File: config.mk
export PLATFORM = sky130hd
export DESIGN_NAME = rt_data_tag_mgr
export DESIGN_NICKNAME = d
export VERILOG_FILES = /design/src/rtl/rt_tag_pkg.sv /design/src/rtl/rt_tag_cell.sv /design/src/rtl/rt_tag_sflag.sv /design/src/rtl/rt_data_tag_mgr.sv
export SDC_FILE = /design/constraint.sdc
export NUM_CORES = 1
export LEC_CHECK = 0
export ABC_AREA = 1
export ABC_CLOCK_PERIOD_IN_PS = 1600
export CORE_MARGIN = 2
export CORE_UTILIZATION = 52
export CTS_CLUSTER_DIAMETER = 60
export DETAILED_ROUTE_END_ITERATION = 7
export PLACE_DENSITY = 0.78
export SLEW_MARGIN = 5
export SYNTH_ARGS = -nofsm -noshare
export SYNTH_HDL_FRONTEND = slang
export SYNTH_SLANG_ARGS = --single-unit
File: constraint.sdc
create_clock -name clk_i -period 1.6 [get_ports clk_i]
set_input_delay 0.32 -clock clk_i [delete_from_list [all_inputs] [get_ports clk_i]]
set_output_delay 0.32 -clock clk_i [all_outputs]
set_load 0.01 [all_outputs]
File: src/rtl/rt_tag_pkg.sv
package rt_tag_pkg;
  typedef struct packed {
    logic lost;
    logic bcast;
    logic busy;
    logic upd;
    logic valid;
  } tag_t;

  typedef struct packed {
    logic rx_start;
    logic rx_done;
    logic rx_ok;
    logic rx_bcast;
    logic host_rd;
    logic tx_send;
  } tag_ev_t;

  localparam int unsigned TAG_W = $bits(tag_t);
endpackage

File: src/rtl/rt_tag_cell.sv
module rt_tag_cell
  import rt_tag_pkg::*;
(
  input  logic    clk_i,
  input  logic    rst_ni,
  input  logic    sel_i,
  input  tag_ev_t ev_i,
  output tag_t    tag_o
);
  tag_t tag_q, tag_d;

  always_comb begin
    tag_d = tag_q;
    if (sel_i) begin
      if (ev_i.rx_start) tag_d.busy = 1'b1;
      if (ev_i.rx_done) begin
        tag_d.busy = 1'b0;
        if (ev_i.rx_ok) begin
          tag_d.valid = 1'b1;
          tag_d.upd   = 1'b1;
          tag_d.bcast = ev_i.rx_bcast;
          if (tag_q.upd) tag_d.lost = 1'b1;
        end else begin
          tag_d.valid = 1'b0;
        end
      end
      if (ev_i.host_rd) begin
        tag_d.upd  = 1'b0;
        tag_d.lost = 1'b0;
      end
    end
  end

  always_ff @(posedge clk_i or negedge rst_ni) begin
    if (!rst_ni) tag_q <= '0;
    else         tag_q <= tag_d;
  end

  assign tag_o = tag_q;

  a_r2_busy_on_start: assert property (@(posedge clk_i) disable iff (!rst_ni)
    sel_i && ev_i.rx_start |=> tag_q.busy);
  a_r5_lost_on_overwrite: assert property (@(posedge clk_i) disable iff (!rst_ni)
    sel_i && ev_i.rx_done && ev_i.rx_ok && tag_q.upd |=> tag_q.lost);
  a_r6_read_clears: assert property (@(posedge clk_i) disable iff (!rst_ni)
    sel_i && ev_i.host_rd |=> !tag_q.upd && !tag_q.lost);
  a_r11_unselected_hold: assert property (@(posedge clk_i) disable iff (!rst_ni)
    !sel_i |=> $stable(tag_q));
  a_r3_lost_needs_rx: assert property (@(posedge clk_i) disable iff (!rst_ni)
    $rose(tag_q.lost) |-> $past(sel_i && ev_i.rx_done));
endmodule

File: src/rtl/rt_tag_sflag.sv
module rt_tag_sflag
  import rt_tag_pkg::*;
(
  input  logic    clk_i,
  input  logic    rst_ni,
  input  logic    en_i,
  input  tag_ev_t ev_i,
  input  logic    sel_upd_i,
  output logic    req_o
);
  logic stale_tx, overwrite, req_q;

  assign stale_tx  = ev_i.tx_send && !sel_upd_i;
  assign overwrite = ev_i.rx_done && ev_i.rx_ok && sel_upd_i;

  always_ff @(posedge clk_i or negedge rst_ni) begin
    if (!rst_ni) req_q <= 1'b0;
    else         req_q <= en_i && (stale_tx || overwrite);
  end

  assign req_o = req_q;

  a_r10_quiet_when_off: assert property (@(posedge clk_i) disable iff (!rst_ni)
    !en_i |=> !req_o);
  a_r8_stale_tx_flag: assert property (@(posedge clk_i) disable iff (!rst_ni)
    en_i && ev_i.tx_send && !sel_upd_i |=> req_o);
  a_r9_flag_single_cycle: assert property (@(posedge clk_i) disable iff (!rst_ni)
    !ev_i.tx_send && !ev_i.rx_done |=> !req_o);
endmodule

File: src/rtl/rt_data_tag_mgr.sv
module rt_data_tag_mgr
  import rt_tag_pkg::*;
#(
  parameter int unsigned NUM_BUF = 32,
  localparam int unsigned IDX_W  = (NUM_BUF > 1) ? $clog2(NUM_BUF) : 1
) (
  input  logic             clk_i,
  input  logic             rst_ni,
  input  logic [IDX_W-1:0] ev_idx_i,
  input  logic             rx_start_i,
  input  logic             rx_done_i,
  input  logic             rx_ok_i,
  input  logic             rx_bcast_i,
  input  logic             host_rd_i,
  input  logic             tx_send_i,
  input  logic             sflag_en_i,
  input  logic [IDX_W-1:0] rd_idx_i,
  output logic [TAG_W-1:0] tag_o,
  output logic             sflag_req_o
);
  tag_ev_t ev;
  tag_t    tags [NUM_BUF];
  logic [NUM_BUF-1:0] upd_vec;
  logic    sel_upd;

  assign ev = '{rx_start: rx_start_i, rx_done: rx_done_i, rx_ok: rx_ok_i,
                rx_bcast: rx_bcast_i, host_rd: host_rd_i, tx_send: tx_send_i};

  for (genvar g = 0; g < NUM_BUF; g++) begin : g_buf
    rt_tag_cell i_cell (
      .clk_i  (clk_i),
      .rst_ni (rst_ni),
      .sel_i  (ev_idx_i == IDX_W'(g)),
      .ev_i   (ev),
      .tag_o  (tags[g])
    );
    assign upd_vec[g] = tags[g].upd;
  end

  assign sel_upd = upd_vec[ev_idx_i];

  rt_tag_sflag i_sflag (
    .clk_i     (clk_i),
    .rst_ni    (rst_ni),
    .en_i      (sflag_en_i),
    .ev_i      (ev),
    .sel_upd_i (sel_upd),
    .req_o     (sflag_req_o)
  );

  assign tag_o = tags[rd_idx_i];

  // input assumption: one event strobe per cycle
  a_r11_one_event: assert property (@(posedge clk_i) disable iff (!rst_ni)
    $onehot0({rx_start_i, rx_done_i, host_rd_i, tx_send_i}));
endmodule

# After elaboration in Yosys (flattened, before gate mapping)
# Index checks and enable logic that the tools add are counted.
# Widths: inputs -> output; s select.
dict set report word_totals {
  register_bits 161
  output_inout_bits 6
  word_cells 565
}
dict set report classes {
  n_lt_le_gt_ge 2
  eq_ne 31
  muxes 168
  n_bitwise 1
  reduce_logical 202
}
# operator count
set op_table {}
lappend op_table {{$reduce_and 3->1} 64}
lappend op_table {{$mux 5} 34}
lappend op_table {{$reduce_and 2->1} 64}
lappend op_table {{$reduce_and 4->1} 32}
lappend op_table {{$mux 1} 100}
lappend op_table {{$eq 5x5->1 const B} 16}
lappend op_table {{$reduce_bool 2->1} 35}
lappend op_table {{$mux 2} 32}
lappend op_table {{$eq 5x4->1 const B} 8}
lappend op_table {{$bmux 5 s5} 1}
lappend op_table {{$eq 5x3->1 const B} 4}
lappend op_table {{$eq 5x2->1 const B} 2}
lappend op_table {{$ge 6x6->1 const B} 1}
lappend op_table {{$lt 5x6->1 const B} 1}
lappend op_table {{$not 5->6} 1}
lappend op_table {{$bmux 1 s5} 1}
lappend op_table {{$eq 5x1->1 const B} 1}
lappend op_table {{$logic_not 5->1} 1}
lappend op_table {{$logic_and 1x1->1} 4}
lappend op_table {{$logic_not 1->1} 1}
lappend op_table {{$logic_or 1x1->1} 1}

# Longest topological paths before layout
dict set report depth {
  ltp_word 6
  mapped_depth 13
  depth_no_buf 12
}

# By module
# Synthesis repeated with hierarchy kept, for this count alone.
dict set report unflattened {
  cells_unflattened 1301
  area_unflattened_um2 9028.7
}
# module instances cells_each area_each_um2 seq_area_each_um2
set modules_own_cells {}
lappend modules_own_cells {rt_tag_cell 32 24 209.0 125.1}
lappend modules_own_cells {rt_data_tag_mgr 1 528 2296.0 0.0}
lappend modules_own_cells {rt_tag_sflag 1 5 46.3 25.0}

# Worst setup path before layout
# OpenSTA, ideal clock, no wires.
dict set report synth_timing {
  path_kind {input to output}
  start {input rd_idx_i[1]}
  end {output tag_o[0]}
  arrival_ns 1.284
  required_time_ns 1.280
  path_slack_ns -0.004
  cell_stages 9
  n_path_buf 2
  path_cell_list {buf_2 buf_1 o21ai_0 o21bai_1 o211ai_1 nand3_1 nand2_1 nand2_1 nand2_1}
}
dict set report synth_via {
  elab_chain_len 4
}
# element line
set synth_rtl {}
lappend synth_rtl {{start: declaration} rt_data_tag_mgr.sv:17} ;# input logic [IDX_W-1:0] rd_idx_i,
lappend synth_rtl {{$not 5->6 (implied by the code)} rt_data_tag_mgr.sv:51} ;# assign tag_o = tags[rd_idx_i];
lappend synth_rtl {{$bmux 5 s5} rt_data_tag_mgr.sv:51}
lappend synth_rtl {{$mux 5 (implied by the code) (2 in a row)} rt_data_tag_mgr.sv:51}
lappend synth_rtl {{end: declaration} rt_data_tag_mgr.sv:18} ;# output logic [TAG_W-1:0] tag_o,
# Every way passes these cells. The select of a mux whose other input is x is not followed.

# Worst setup path in the final report
dict set report layout_timing {
  start {register g_buf[30].i_cell.tag_q, in the netlist g_buf[30].i_cell.tag_o[4]}
  end {output tag_o[4]}
}
dict set report layout_via {
  elab_chain_len 3
}
# element line
set layout_rtl {}
lappend layout_rtl {{start: declaration} rt_tag_cell.sv:10} ;# tag_t tag_q, tag_d;
lappend layout_rtl {{start signal: assignment} rt_tag_cell.sv:36} ;# else tag_q <= tag_d;
lappend layout_rtl {{$bmux 5 s5} rt_data_tag_mgr.sv:51}
lappend layout_rtl {{$mux 5 (implied by the code) (2 in a row)} rt_data_tag_mgr.sv:51}
# Every way passes these cells. The select of a mux whose other input is x is not followed.

==> flow_summary.ini <==
[yosys]
synth.most_common_cell = nand2_1
synth_area_leaders = dfrtp_1 (48%), nand2_1 (12%), o21ai_0 (11%)
synth_area_um2 = 8347
synth_edf_count = 0
avgSynthCellArea_um2 = 7.623
ys_top_cells_by_count = nand2_1 (264), o21ai_0 (188), dfrtp_1 (161)
synthCells = 1095
synth_warnings = 0
synth_top_cell_area_share_pct = 48.27
syn_nets = 1114
synthArstFlopShare_pct = 100.0
ys.flop_type = dfrtp_1
ys_ff_latch = 161
ys_types = 25
ys_seq_area_share_pct = 48.27
yosys.area.top_type = dfrtp_1

[pwr]
clockPowerShare_pct = 35.7
p_sw_share_pct = 29.31
p_int_w = 0.008730
leakage_nw = 5.674
ir_worst_vdd_mv = 0.9465
switchingPower_w = 0.003619
pwr-share-comb_pct = 22.6
p_per_area_nw_per_um2 = 1097
pwr-share-seq_pct = 41.7

[placement]
placedCellCount = 1478
place_hpwl_um = 19300
place.gp.congestion = 0.9758
io_buffers = 24
dp_slack_ns = -0.8543

[layout]
area_growth_pct = 34.85
multi_input_area_um2 = 3842
diodes = 0
layout-drive-gt1-share_pct = 24.75
regArea_um2 = 4029
final.fill_count = 1222
final_cells = 1521
final_nets = 1311

[detailed_routing]
vias = 8861
met1_length_um = 11390
post_drt_wl_per_cell_um = 18.95
route.detailed.drc = 0
viasPerCell = 5.826
wl_met2_um = 13460
first_iter_violations = 1046
wl_um = 28830
postRouteAntennaNets = 0
wl_met3_um = 2570
highest_layer = met4
detailedRoute.firstPassIterationCount = 6

[floorplanning]
die_h_um = 130.7
initial_core_util_pct = 52.93
io_pins = 25
num_rows = 46
die_w_um = 130.7
dieArea_um2 = 17080
core_um2 = 15770

[worst_setup_path]
worstPathArrival_ns = 1.78
r2r_slack_ns = 0.14
cp-start-kind = flop
r2r-end = i_sflag.req_o
crit_required_ns = 1.28
critPathMaxFanout = 2
crit-reg2reg-launch = g_buf[25].i_cell.tag_o[1]
reg2reg_depth = 9
crit_type = flop to output port
end_kind = output port

[timing]
holdWs_ns = 0.3308
clock_skew_ns = 0.005162
max_freq_ghz = 0.4764
setup_viol = 5
fin_ws_ns = -0.4992
hold_viol = 0
slew_headroom_pct = 76.84
maxSlewViolCount = 0
rsz0062_at_grt = yes
tightest_slew_ns = 0.3474
period_needed_ns = 2.099
fin_crit_sh_pct = 131.2

[clock_network]
clk_path_buf_depth = 2
cts_tree = done
root_buffer = clkbuf_16
cts_buffers = 17
cts.sinks = 161
cts.clk_slew.worst_paths_ns = 0.06
htreeDepth = 4
clk-insertion-delay-late_ns = 0.44

[grt]
antenna_found_initial = 0
grt.overflow.total = 0
grt_pass1_vias = 8503
grt_util_all_layers_pct = 34.75
grt_pass1_wl_um = 45020
grt_max_degree = 63

[worst_hold_path]
min_path_type = input port to async pin

[status]
violations = setup timing
outcome = complete, but fails checks

[flow_run]
max_cap_violations = 0
[area by class of cell]
class                   count  area share (%)
clock buffers              23           4.157
clock inverters             9           1.378
inverters                  92           3.146
multi-input cells         776           34.14
flip-flops and latches    161           35.79
well taps                 216           2.401
repair buffers            244           18.99
[state kept, by name, summed over array words and instances, names as in the netlist]
register / flops
g_buf.i_cell.tag_o: 160
i_sflag.req_o: 1
[power groups by stage]
stage	sequential (W)	combinational (W)	clock, W
final	0.00515	0.00279	0.00441
after global routing	0.00521	0.00305	0.00458
after floorplan	0.00509	0.00126	0
after detailed placement	0.00517	0.00256	0
after CTS	0.00513	0.00267	0.00441
after global placement	0.00515	0.00247	0
[per-stage QoR]
stage	area (µm²)	TNS [ns]	power, W	util (%)
floorplan	8348	0	0.006354	-
global placement	10300	-70.68	0.007624	65.30
detailed placement	10300	-73.05	0.007727	65.30
CTS	11110	-1.976	0.01220	70.46
global route	11260	-2.419	0.01284	71.37
finish	11260	-2.100	0.01235	71.37
[cells by family (layout without fill, tap and decap cells)]
| logic type | Yosys count | after routing | synth area share (%) |
|---|---|---|---|
| DFF | 161 | 161 | 48.27 |
| and+or+nand+nor | 420 | 420 | 19.44 |
| AOI/OAI and AO/OA | 356 | 356 | 24.58 |
| buffers and inverters | 158 | 368 | 7.705 |
[worst max-delay path: stages, from the launching register on]
cell and delay, ns:
dfrtp_1 0.37, o21ai_1 0.08, o221ai_1 0.29, nand3_1 0.18, nand2_1 0.14, nand2_1 0.06
nand2_1 0.07, buf_2 0.13
[timing repair]
item,in CTS,in global routing
endpoints found under the hold margin,26,0
setup buffers,4,3
hold buffers,1,0
pin swaps,24,24
gates cloned,3,0
resized for setup,65,57
setup endpoints to repair,76,61
[layer usage]
| layer | track usage (%) | vias up |
|---|---|---|
| li1 | - | 4060 |
| met1 | 46.02 | 4168 |
| met2 | 54.66 | 508 |
| met3 | 6.759 | 125 |
| met4 | 17.96 | 0 |
| met5 | 0 | - |
[cells in the final DEF, fill, tap and decap left out, types with 3 or more instances in the layout]
master             n
nand2_2           14
nand2_1          252
dlygate4sd2_1      4
buf_2              4
nand3_1           25
o21bai_1          24
buf_4            200
o21ai_0          161
o22ai_1           13
o221ai_1          22
clkdlybuf4s50_1   10
buf_6              6
clkbuf_1           4
nor2_2            17
o211ai_1          16
nor2_1           108
clkbuf_16         17
buf_12            14
a211oi_1           3
a211oi_2          10
inv_1             76
bufbuf_16          3
inv_2             14
bufinv_16          4
dfrtp_1          161
a22oi_1           13
o21ai_1           26
a21oi_1           58
o21ai_2            5
[worst max path at each step]
stage | cells past startpoint | startpoint | end | slack [ns]
after floorplan | 8 | rd_idx_i[1] | tag_o[3] | 0.005
after global routing | 9 | g_buf[20].i_cell.tag_o[4] | tag_o[4] | -0.52
final | 7 | g_buf[30].i_cell.tag_o[4] | tag_o[4] | -0.50
after detailed placement | 9 | rd_idx_i[2] | tag_o[0] | -0.85
after CTS | 9 | g_buf[20].i_cell.tag_o[4] | tag_o[4] | -0.46
after global placement | 11 | rd_idx_i[0] | tag_o[2] | -0.87
Power figures use the tool's default switching activity.
